File: src/rtl/exc_pkg.sv
// Package: shared exception codes and vector offsets for the arbiter.
// Assumes the vector table is a block of four byte pairs above a base address.
package exc_pkg;
    typedef enum logic [2:0] {
        EXC_NONE   = 3'd0,
        EXC_RESET  = 3'd1,
        EXC_IRQ    = 3'd2,
        EXC_SWI    = 3'd3,
        EXC_PERIPH = 3'd4
    } exc_kind_e;

    localparam int HW_SRC  = 2;
    localparam int HW_IRQ  = 0;
    localparam int HW_PER  = 1;

    typedef enum logic [1:0] {
        SENSE_FALL  = 2'b00,
        SENSE_RISE  = 2'b01,
        SENSE_BOTH  = 2'b10,
        SENSE_LEVEL = 2'b11
    } sense_e;

    // Offset of the high-byte location from the vector base for each kind
    function automatic logic [15:0] vec_offset(exc_kind_e k);
        case (k)
            EXC_RESET:  return 16'd6;
            EXC_SWI:    return 16'd4;
            EXC_IRQ:    return 16'd2;
            default:    return 16'd0;
        endcase
    endfunction
endpackage

File: src/rtl/exc_sysctl.sv
// Module: system control byte holding the pin-interrupt enable and sense code.
// Assumes a single-cycle write strobe; reads are combinational.
module exc_sysctl #(
    parameter int          ADDR_W      = 8,
    parameter int          DATA_W      = 8,
    parameter logic [ADDR_W-1:0] CTL_ADDR = 8'h0A
) (
    input  logic              clk,
    input  logic              rst_n,
    input  logic              clr,
    input  logic [ADDR_W-1:0] bus_addr,
    input  logic              bus_we,
    input  logic [DATA_W-1:0] bus_wdata,
    output logic [DATA_W-1:0] bus_rdata,
    output logic              irq_en,
    output logic [1:0]        irq_mode
);
    localparam logic [DATA_W-1:0] CTL_MASK = DATA_W'(3'b111);

    logic [DATA_W-1:0] ctl_q;
    logic              hit;

    assign hit = (bus_addr == CTL_ADDR);

    // Purpose: hold the control byte, cleared by any reset source
    always_ff @(posedge clk) begin
        if (!rst_n || clr)
            ctl_q <= '0;
        else if (bus_we && hit)
            ctl_q <= bus_wdata & CTL_MASK;
    end

    // Purpose: read mux for the control byte
    always_comb begin
        bus_rdata = hit ? ctl_q : '0;
    end

    assign irq_en   = ctl_q[0];
    assign irq_mode = ctl_q[2:1];

    AST_CTL_CLEARED: assert property (@(posedge clk) disable iff (!rst_n)
        clr |=> (ctl_q == '0));
endmodule

File: src/rtl/exc_irq_sense.sv
// Module: external interrupt pin condition detector.
// Edges are found against the pin registered one clock earlier (idle high).
// A detected edge is held until acknowledged; low-level mode is not held.
module exc_irq_sense
    import exc_pkg::*;
(
    input  logic       clk,
    input  logic       rst_n,
    input  logic       clr,
    input  logic       irq_pin,
    input  logic       irq_en,
    input  logic [1:0] irq_mode,
    input  logic       irq_ack,
    output logic       irq_active
);
    logic   pin_q;
    logic   edge_pend;
    logic   edge_hit;
    sense_e mode;

    assign mode = sense_e'(irq_mode);

    // Purpose: decide whether the selected edge occurred this cycle
    always_comb begin
        case (mode)
            SENSE_FALL: edge_hit = pin_q & ~irq_pin;
            SENSE_RISE: edge_hit = ~pin_q & irq_pin;
            SENSE_BOTH: edge_hit = pin_q ^ irq_pin;
            default:    edge_hit = 1'b0;
        endcase
    end

    // Purpose: register the pin and hold detected edges until acknowledged
    always_ff @(posedge clk) begin
        if (!rst_n || clr) begin
            pin_q     <= 1'b1;
            edge_pend <= 1'b0;
        end else begin
            pin_q <= irq_pin;
            if (!irq_en || mode == SENSE_LEVEL)
                edge_pend <= 1'b0;
            else if (edge_hit)
                edge_pend <= 1'b1;
            else if (irq_ack)
                edge_pend <= 1'b0;
        end
    end

    // Purpose: present the request according to the sense mode
    always_comb begin
        if (!irq_en)
            irq_active = 1'b0;
        else if (mode == SENSE_LEVEL)
            irq_active = ~irq_pin;
        else
            irq_active = edge_pend;
    end

    AST_LEVEL_NOT_HELD: assert property (@(posedge clk) disable iff (!rst_n)
        (mode == SENSE_LEVEL && irq_pin) |-> !irq_active);
    AST_EDGE_HELD: assert property (@(posedge clk) disable iff (!rst_n)
        (edge_pend && irq_en && !irq_ack && !clr && mode != SENSE_LEVEL
         && $stable(irq_mode)) |=> edge_pend);
endmodule

File: src/rtl/exc_priority.sv
// Module: fixed-priority exception selector with ordering around the
// software interrupt. Assumes the core acknowledges only while a kind is shown.
module exc_priority
    import exc_pkg::*;
#(
    parameter int NPER = 4
) (
    input  logic            clk,
    input  logic            rst_n,
    input  logic            reset_cond,
    input  logic            i_mask,
    input  logic            irq_active,
    input  logic [NPER-1:0] periph_req,
    input  logic            swi_fetch,
    input  logic            exc_ack,
    output exc_kind_e       kind,
    output logic            irq_ack,
    output logic            set_imask
);
    logic              rst_pend;
    logic              swi_pend;
    logic [HW_SRC-1:0] pre_swi;
    logic [HW_SRC-1:0] hw_req;
    logic [HW_SRC-1:0] pre_hw;
    logic [HW_SRC-1:0] hw_taken;
    logic              taken;

    // Purpose: mask-qualified hardware requests
    always_comb begin
        hw_req[HW_IRQ] = ~i_mask & irq_active;
        hw_req[HW_PER] = ~i_mask & (|periph_req);
        pre_hw         = hw_req & pre_swi;
    end

    // Purpose: pick one exception by fixed priority
    always_comb begin
        if (reset_cond || rst_pend)
            kind = EXC_RESET;
        else if (swi_pend && pre_hw[HW_IRQ])
            kind = EXC_IRQ;
        else if (swi_pend && pre_hw[HW_PER])
            kind = EXC_PERIPH;
        else if (swi_pend)
            kind = EXC_SWI;
        else if (hw_req[HW_IRQ])
            kind = EXC_IRQ;
        else if (hw_req[HW_PER])
            kind = EXC_PERIPH;
        else
            kind = EXC_NONE;
    end

    // Purpose: decode which source the acknowledge retires
    always_comb begin
        taken            = exc_ack && (kind != EXC_NONE);
        hw_taken[HW_IRQ] = exc_ack && (kind == EXC_IRQ);
        hw_taken[HW_PER] = exc_ack && (kind == EXC_PERIPH);
        irq_ack          = hw_taken[HW_IRQ];
    end

    // Purpose: pending flags, pre-SWI snapshot and mask-set request
    always_ff @(posedge clk) begin
        if (!rst_n) begin
            rst_pend  <= 1'b1;
            swi_pend  <= 1'b0;
            pre_swi   <= '0;
            set_imask <= 1'b0;
        end else begin
            set_imask <= taken;
            if (reset_cond)
                rst_pend <= 1'b1;
            else if (exc_ack && kind == EXC_RESET)
                rst_pend <= 1'b0;
            if (reset_cond) begin
                swi_pend <= 1'b0;
                pre_swi  <= '0;
            end else if (swi_fetch) begin
                swi_pend <= 1'b1;
                pre_swi  <= hw_req & ~hw_taken;
            end else if (exc_ack && kind == EXC_SWI) begin
                swi_pend <= 1'b0;
                pre_swi  <= '0;
            end else begin
                pre_swi  <= pre_swi & ~hw_taken;
            end
        end
    end

    AST_RESET_FIRST: assert property (@(posedge clk) disable iff (!rst_n)
        reset_cond |-> (kind == EXC_RESET));
    AST_MASK_GATES: assert property (@(posedge clk) disable iff (!rst_n)
        i_mask |-> (kind != EXC_IRQ && kind != EXC_PERIPH));
    AST_IMASK_AFTER_ACK: assert property (@(posedge clk) disable iff (!rst_n)
        taken |=> set_imask);
    AST_IMASK_ONLY_AFTER_ACK: assert property (@(posedge clk) disable iff (!rst_n)
        !taken |=> !set_imask);
    AST_SWI_KEPT: assert property (@(posedge clk) disable iff (!rst_n)
        swi_fetch |=> (kind != EXC_NONE));
endmodule

File: src/rtl/exc_vector_arbiter.sv
// Module: top of the exception vector arbiter. Combines reset sources, the
// control byte, the pin detector and the selector, and forms vector addresses.
// Assumes all inputs are synchronous to clk.
module exc_vector_arbiter
    import exc_pkg::*;
#(
    parameter int                NPER     = 4,
    parameter int                ADDR_W   = 8,
    parameter logic [ADDR_W-1:0] CTL_ADDR = 8'h0A,
    parameter logic [15:0]       VEC_BASE = 16'h3FF8
) (
    input  logic              clk,
    input  logic              rst_n,
    input  logic              ext_reset_n,
    input  logic              int_reset,
    input  logic              swi_fetch,
    input  logic              i_mask,
    input  logic              irq_pin,
    input  logic [NPER-1:0]   periph_req,
    input  logic [ADDR_W-1:0] bus_addr,
    input  logic              bus_we,
    input  logic [7:0]        bus_wdata,
    output logic [7:0]        bus_rdata,
    input  logic              exc_ack,
    output logic              exc_take,
    output logic [2:0]        exc_kind,
    output logic [15:0]       vec_hi_addr,
    output logic [15:0]       vec_lo_addr,
    output logic              set_imask
);
    logic      reset_cond;
    logic      irq_en;
    logic [1:0] irq_mode;
    logic      irq_active;
    logic      irq_ack;
    exc_kind_e kind;

    assign reset_cond = ~ext_reset_n | int_reset;

    exc_sysctl #(.ADDR_W(ADDR_W), .DATA_W(8), .CTL_ADDR(CTL_ADDR)) u_sysctl (
        .clk(clk), .rst_n(rst_n), .clr(reset_cond),
        .bus_addr(bus_addr), .bus_we(bus_we), .bus_wdata(bus_wdata),
        .bus_rdata(bus_rdata), .irq_en(irq_en), .irq_mode(irq_mode)
    );

    exc_irq_sense u_sense (
        .clk(clk), .rst_n(rst_n), .clr(reset_cond), .irq_pin(irq_pin),
        .irq_en(irq_en), .irq_mode(irq_mode), .irq_ack(irq_ack),
        .irq_active(irq_active)
    );

    exc_priority #(.NPER(NPER)) u_prio (
        .clk(clk), .rst_n(rst_n), .reset_cond(reset_cond), .i_mask(i_mask),
        .irq_active(irq_active), .periph_req(periph_req),
        .swi_fetch(swi_fetch), .exc_ack(exc_ack), .kind(kind),
        .irq_ack(irq_ack), .set_imask(set_imask)
    );

    // Purpose: form the vector byte addresses for the selected kind
    always_comb begin
        exc_kind = kind;
        exc_take = (kind != EXC_NONE);
        if (kind == EXC_NONE) begin
            vec_hi_addr = '0;
            vec_lo_addr = '0;
        end else begin
            vec_hi_addr = VEC_BASE + vec_offset(kind);
            vec_lo_addr = VEC_BASE + vec_offset(kind) + 16'd1;
        end
    end

    AST_TAKE_MATCHES_ACK: assert property (@(posedge clk) disable iff (!rst_n)
        (exc_take && !exc_ack && !reset_cond && $stable(i_mask) && $stable(irq_pin)
         && $stable(periph_req) && !bus_we && kind == EXC_SWI) |=> exc_take);
endmodule

File: config.mk
export PLATFORM = sky130hd
export DESIGN_NAME = exc_vector_arbiter
export DESIGN_NICKNAME = d
export VERILOG_FILES = /design/src/rtl/exc_pkg.sv /design/src/rtl/exc_sysctl.sv /design/src/rtl/exc_irq_sense.sv /design/src/rtl/exc_priority.sv /design/src/rtl/exc_vector_arbiter.sv
export SDC_FILE = /design/constraint.sdc
export NUM_CORES = 1
export LEC_CHECK = 0
export ABC_AREA = 1
export BUFFER_PORTS_ARGS = -buffer_cell sky130_fd_sc_hd__buf_2
export CORE_MARGIN = 5
export CORE_UTILIZATION = 30
export DETAILED_ROUTE_END_ITERATION = 16
export GPL_ROUTABILITY_DRIVEN = 0
export PLACE_DENSITY = 0.67
export SYNTH_ARGS = -nofsm -noshare
export SYNTH_HDL_FRONTEND = slang
export SYNTH_SLANG_ARGS = --single-unit
File: constraint.sdc
create_clock -name clk -period 2.6 [get_ports clk]
set_input_delay 0.26 -clock clk [delete_from_list [all_inputs] [get_ports clk]]
set_output_delay 0.26 -clock clk [all_outputs]
set_load 0.1 [all_outputs]
* Word level (Yosys, flattened, before mapping)
Index checks and enable logic that the tools add are counted. W data, S select, Z words.
Word-level totals: word-level logic and storage cells 73, output and inout bits 45, latch bits 0, input bits 29, bits in read-only memories 0, memories kept 0, register bits 10, bits in writable memories 0
Operators by class: reductions and logical operators 21, multipliers 0, magnitude comparators 0, shifts and indexed selects 0, bitwise operators 15, equal/unequal tests 8, add/sub/neg operators 2, multiplexer cells 20, div/mod/pow operators 0
Operators with widths (number):
- $mux W16 | 3
- $mux W3 | 7
- $add A14 B16 Y16 const A | 1
- $add A16 B1 Y16 const B | 1
- $pmux W3 S3 | 1
- $eq A8 B4 Y1 const B | 1
- $logic_and A1 B1 Y1 | 8
- $and A2 B2 Y2 | 3
- $eq A3 B2 Y1 const B | 2
- $mux W1 | 6
- $not A1 Y1 | 5
- $and A1 B1 Y1 | 4
- $eq A2 B2 Y1 const B | 2
- $mux W2 | 2
- $reduce_bool A2 Y1 | 2
- $reduce_or A2 Y1 | 2
- $reduce_or A4 Y1 | 1
- $eq A3 B1 Y1 const B | 1
- $eq A3 B3 Y1 const B | 1
- $logic_not A3 Y1 | 1
- $logic_or A1 B1 Y1 | 3
- $pmux W1 S3 | 1
- $reduce_bool A3 Y1 | 1
- $eq A2 B1 Y1 const B | 1
- 5 further kinds | 6

* Logic depth before layout (Yosys ltp)
depth in word-level cells 15, gate-level depth with buffers 9, depth with buffers taken out 9

* Cells and area by module
Synthesis repeated with hierarchy kept, for this count alone.
Second synthesis, totals: cells, all modules 178, area total of the unflattened synthesis 1077.3 um2
Modules (own cells, without submodules):
- exc_priority | instances 1, area each 365.4 um2, cells each 58, sequential area each 100.1 um2
- exc_sysctl | instances 1, area each 295.3 um2, cells each 55, sequential area each 60.1 um2
- exc_vector_arbiter | instances 1, area each 266.5 um2, cells each 41, sequential area each 0.0 um2
- exc_irq_sense | instances 1, area each 150.1 um2, cells each 24, sequential area each 40.0 um2

* Least setup slack after synthesis
Ideal clock, no wire load.
path kind reg-to-output, start register u_prio.rst_pend, end output vec_hi_addr[10], required time 2340 ps, setup slack -721 ps, buffers on the path 1, cell stages (with the launch flop) 7, data arrival time 3061 ps, cell sequence dfxtp_1 -> nor3_4 -> nand2_2 -> nor3b_4 -> nor2_2 -> inv_1 -> buf_4
On the way: cells in the longest elaborated chain, start to end 7, elaborated cells between the ends (all ways) 10, classes of those cells 1 x add/sub; 3 x eq/ne; 4 x mux; 2 x reduce/logical
RTL lines:
- start, declared | RTL line exc_priority.sv:20 | logic rst_pend;
- start signal, assigned | RTL line exc_priority.sv:64 | rst_pend <= 1'b1;
- start signal, assigned | RTL line exc_priority.sv:71 | rst_pend <= 1'b1;
- start signal, assigned | RTL line exc_priority.sv:73 | rst_pend <= 1'b0;
- $logic_or A1 B1 Y1 (*) | RTL line exc_priority.sv:37 | if (reset_cond || rst_pend)
- $mux W3 (*) | RTL line exc_priority.sv:37
- named net exc_kind[2] | RTL line exc_vector_arbiter.sv:26 | output logic [2:0] exc_kind,
- $eq A3 B2 Y1 or $eq A3 B1 Y1 (tied branches) | RTL line exc_pkg.sv:25 | case (k)
- $pmux W3 S3 | RTL line exc_pkg.sv:25
- $mux W16 | RTL line exc_vector_arbiter.sv:63 | if (kind == EXC_NONE) begin
- $add A14 B16 Y16 | RTL line exc_vector_arbiter.sv:67 | vec_hi_addr = VEC_BASE + vec_offset(kind);
- $mux W16 (*) | RTL line exc_vector_arbiter.sv:63
- end, declared | RTL line exc_vector_arbiter.sv:27 | output logic [15:0] vec_hi_addr,
The timed path passes the listed nets; every way through them passes the cells marked *. The select of a mux whose other input is x is not followed.

* Worst setup path in the final report
start register u_sysctl.ctl_q[0], end output vec_hi_addr[11]
On the way: cells in the longest elaborated chain, start to end 12, elaborated cells between the ends (all ways) 17, classes of those cells 1 x add/sub; 3 x eq/ne; 9 x mux; 2 x bitwise; 2 x reduce/logical
RTL lines:
- start, declared | RTL line exc_sysctl.sv:20 | logic [DATA_W-1:0] ctl_q;
- start signal, assigned | RTL line exc_sysctl.sv:30 | ctl_q <= bus_wdata & CTL_MASK;
- $mux W1 (*) | RTL line exc_irq_sense.sv:51 | if (!irq_en)
- $and A1 B1 Y1 (*) | RTL line exc_priority.sv:30 | hw_req[HW_IRQ] = ~i_mask & irq_active;
- $mux W3 | RTL line exc_priority.sv:45 | else if (hw_req[HW_IRQ])
- $mux W3 | RTL line exc_priority.sv:43 | else if (swi_pend)
- $mux W3 | RTL line exc_priority.sv:41 | else if (swi_pend && pre_hw[HW_PER])
- $mux W3 (*) | RTL line exc_priority.sv:39 | else if (swi_pend && pre_hw[HW_IRQ])
- $mux W3 (*) | RTL line exc_priority.sv:37
- $eq A3 B2 Y1 or $eq A3 B1 Y1 (tied branches) | RTL line exc_pkg.sv:25
- $pmux W3 S3 | RTL line exc_pkg.sv:25
- $mux W16 | RTL line exc_vector_arbiter.sv:63
- $add A14 B16 Y16 | RTL line exc_vector_arbiter.sv:67
- $mux W16 (*) | RTL line exc_vector_arbiter.sv:63
Mark *: on every way between the ends. The rest lies on a longest branch, timed or not. The select of a mux whose other input is x is not followed.

==> summary.md <==
| Metric | Value |
|---|---|
| CTS Hold Bufs | 0 |
| Critical path required time | roughly 2300 ps |
| Top cells by area, synth | buf_4, dfxtp_1, inv_1, nand2_1, nor2_1 |
| Rows | 20 |
| Clk buf depth | 2 |
| Clock Skews | roughly 2.3 ps |
| Top Ports | 74 |
| CP max stage delay | between 300 and 400 ps |
| Register-to-Register Path Depth | 8 |
| Share of layout cells above drive strength 1 | between 40 and 50% |
| Post-Synth Adder-Cell Area | around 2.5% |
| ANT nets after route | 0 |
| Flops & latches, synth | 10 |
| Max-Cap Viols | 0 |
| 1st-iter DRT viols | 16 |
| Cells after Synth | 143 |
| R2R Setup Slk | 1320 ps |
| Hold Worst Slack | 228 ps |
| Worst setup EP type | primary output |
| Number of flops mapped to enable cells by yosys | 0 |
| Filler cells | roughly 380 |
| Post-synth ARST share | 0% |
| Port bufs | 58 |
| H-tree depth | 1 |
| Mapped Area | a little under 0.001 sq mm |
| Die Y-Extent | a little under 70 microns |
| Overall global routing resource usage | 8.70% |
| Grt ovf | 0 |
| CP max FO | 24 |
| Root Buffer Master | clkbuf_4 |
| Vias | about 900 |
| Final nets | ~210 |
| Area Growth Syn to Fin | 15.9% |
| Post-synthesis mux area share | 0% |
| Final Max Slew Viols | 0 |
| DRC viols | 0 |
| CTS tree | done |
| Minimum clock period | between 2000 and 2500 ps |
| Setup WS post-layout | ~280 ps |
| Critical path class | flop to primary output |
| TritonRoute pass-1 iters | 5 |
| First-pass GRT wire length | slightly above 3000 microns |
| CP Launch Type | flop |
| Status | finished, final reports clean |
| Crit-path cells | inv_1, nor2_2, nand3_2, nand2_2, nand2_2, nor3b_4, nor2_2, clkinvlp_4, buf_2 |
| Unrepaired setup endpoints after global routing | no |
| Initial Utilization | 31.8% |
| Synth Area in Simple Gates | a little under a third |
| Resized cells post-CTS | 0 |
| Core Region | between 0.003 and 0.004 sq mm |
| Main synth FF type | dfxtp_1 |
| Clock-pin slew on the worst setup and hold paths | around 70 ps |
| Final Hold Viols | 0 |
| Synth Warn # | 0 |
| Mean post-synth cell area | 6.89 sq um |
| Hpwl dp | about 1800 microns |
| Hold endpoint | u_sense.pin_q |
| Pre-CTS setup slack | around 520 ps |
| Slowest CP cell | buf_2 |
| Worst hold path type | primary input to flop |
| Most common cell in the netlist | buf_4 |
| Initial antenna violation count | 0 |
| Routed WL | between 2000 and 2500 microns |
| Worst Min Path Start | irq_pin |
| CTS buffer count | 3 |
| Die Width | slightly below 70 microns |
| Largest net degree at the start of global routing | 25 |
| Worst Path Arrival | between 2000 and 2500 ps |
| Area occupied by multi-input gates | roughly 470 sq um |
| DIE AREA | roughly 0.0045 sq mm |
| Worst flop-to-flop path endpoint | u_prio.set_imask |
| Vias in the first global route | between 700 and 800 |
| Leak | around 0.54 nW |
| Period Utilization, post-route | 89.3% |
| Synth area leader | buf_4 |
| Synth cell count leaders | buf_4, inv_1, nand2_1 |
| WL per Instance | between 9 and 10 microns |
| Synth top area share | 26.6% |
| Post-Synth XOR/XNOR Area | 0% |
| Sequential Area | ~200 sq um |
| DR vias/cell | 4.03 |
| Setup Viol. Count Final | 0 |
| Max VDD drop | 0.268 mV |
| Worst Hold Path Cells | 3 |
| Synth Area in Compound Gates | under 10% |
| PwrDens | ~400 mW/mm^2 |
| ANT cells | 0 |
| Reg-to-reg startpoint | u_sysctl.ctl_q[0] |
| Postcts setup bufs | 0 |
| Clk sink count | 10 |
| Main combinational cell family by area after synthesis | buffers and inverters |
| Yosys cell types | 24 |
| Fmax | 431 MHz |
| Worst skew pair latency | ~260 ps |
| Sequential share of the synthesized area | 20.3% |
[report_power, final]
group          switching, W  internal, W  leakage [nW]
Combinational      0.000131    0.0000253         0.436
Clock             0.0000551    0.0000850        0.0210
Sequential       0.00000181     0.000156        0.0812
Total              0.000187     0.000266         0.538
[worst max-delay path by stage]
stage | startpoint | to | cells past startpoint
final | u_sysctl.ctl_q[0] | vec_hi_addr[11] | 9
after global routing | u_sysctl.ctl_q[0] | vec_lo_addr[8] | 9
after CTS | u_sysctl.ctl_q[0] | vec_hi_addr[11] | 9
after detailed placement | i_mask | vec_hi_addr[11] | 9
after global placement | i_mask | vec_hi_addr[4] | 9
after floorplan | u_prio.rst_pend | vec_hi_addr[10] | 6
[per-layer routing]
metal / routed length, microns / global-route usage, %
met1: 839 / 10.1
met2: 872 / 14.5
met3: 301 / 3.99
met4: 12 / 2.28
met5: 0 / 0
[per-stage QoR]
stage | power [W] | area [sq um] | util, % | setup TNS [ps] | instances
finish | 0.000454 | 1140 | 36.8 | 0 | 223
detailed placement | 0.000317 | 1110 | 35.6 | 0 | 219
CTS | 0.000461 | 1140 | 36.8 | 0 | 223
floorplan | 0.000305 | 1020 | - | -7140 | 152
global placement | 0.000317 | 1110 | 35.6 | 0 | 219
global route | 0.000477 | 1140 | 36.8 | 0 | 223
[cell usage in the layout (no fill, tap or decap), drive strengths merged]
cell and count:
or4 1, inv 21, o21ai 5, clkbuf 4, a21oi 11, and3 1, nor3b 1, a31oi 1
ha 2, buf 58, nor2 18, or2 1, nand2 21, clkinvlp 1, nor4 1, nand4 1
dfxtp 10, nand3 10, conb 10, nor3 1
[sequential cells by signal (all words and copies together) (netlist names)]
name	count
u_prio.pre_swi	2
u_prio.rst_pend	1
u_sense.edge_pend	1
u_prio.swi_pend	1
u_sense.pin_q	1
u_prio.set_imask	1
u_sysctl.ctl_q	3
[cells by family (layout without fill, tap and decap cells)]
logic type | count (synthesis) | after routing
adders and majority gates | 2 | 2
AOI/OAI and AO/OA | 17 | 17
DFF | 10 | 10
buffers and inverters | 57 | 84
other | 1 | 10
and+or+nand+nor | 56 | 56
[final cells by class]
cell class / instances / area share (%)
multi-input cells: 85 / 41.5
repair buffers: 58 / 25.4
inverters: 22 / 7.56
flip-flops and latches: 10 / 17.5
clock buffers: 4 / 3.18
well taps: 44 / 4.82
[critical path, delay by kind of cell, from the launching register on]
kind                   cells  cell delay, ps
DFF                        1             330
and+or+nand+nor            6             750
buffers and inverters      3             720
Power figures use the tool's default switching activity.
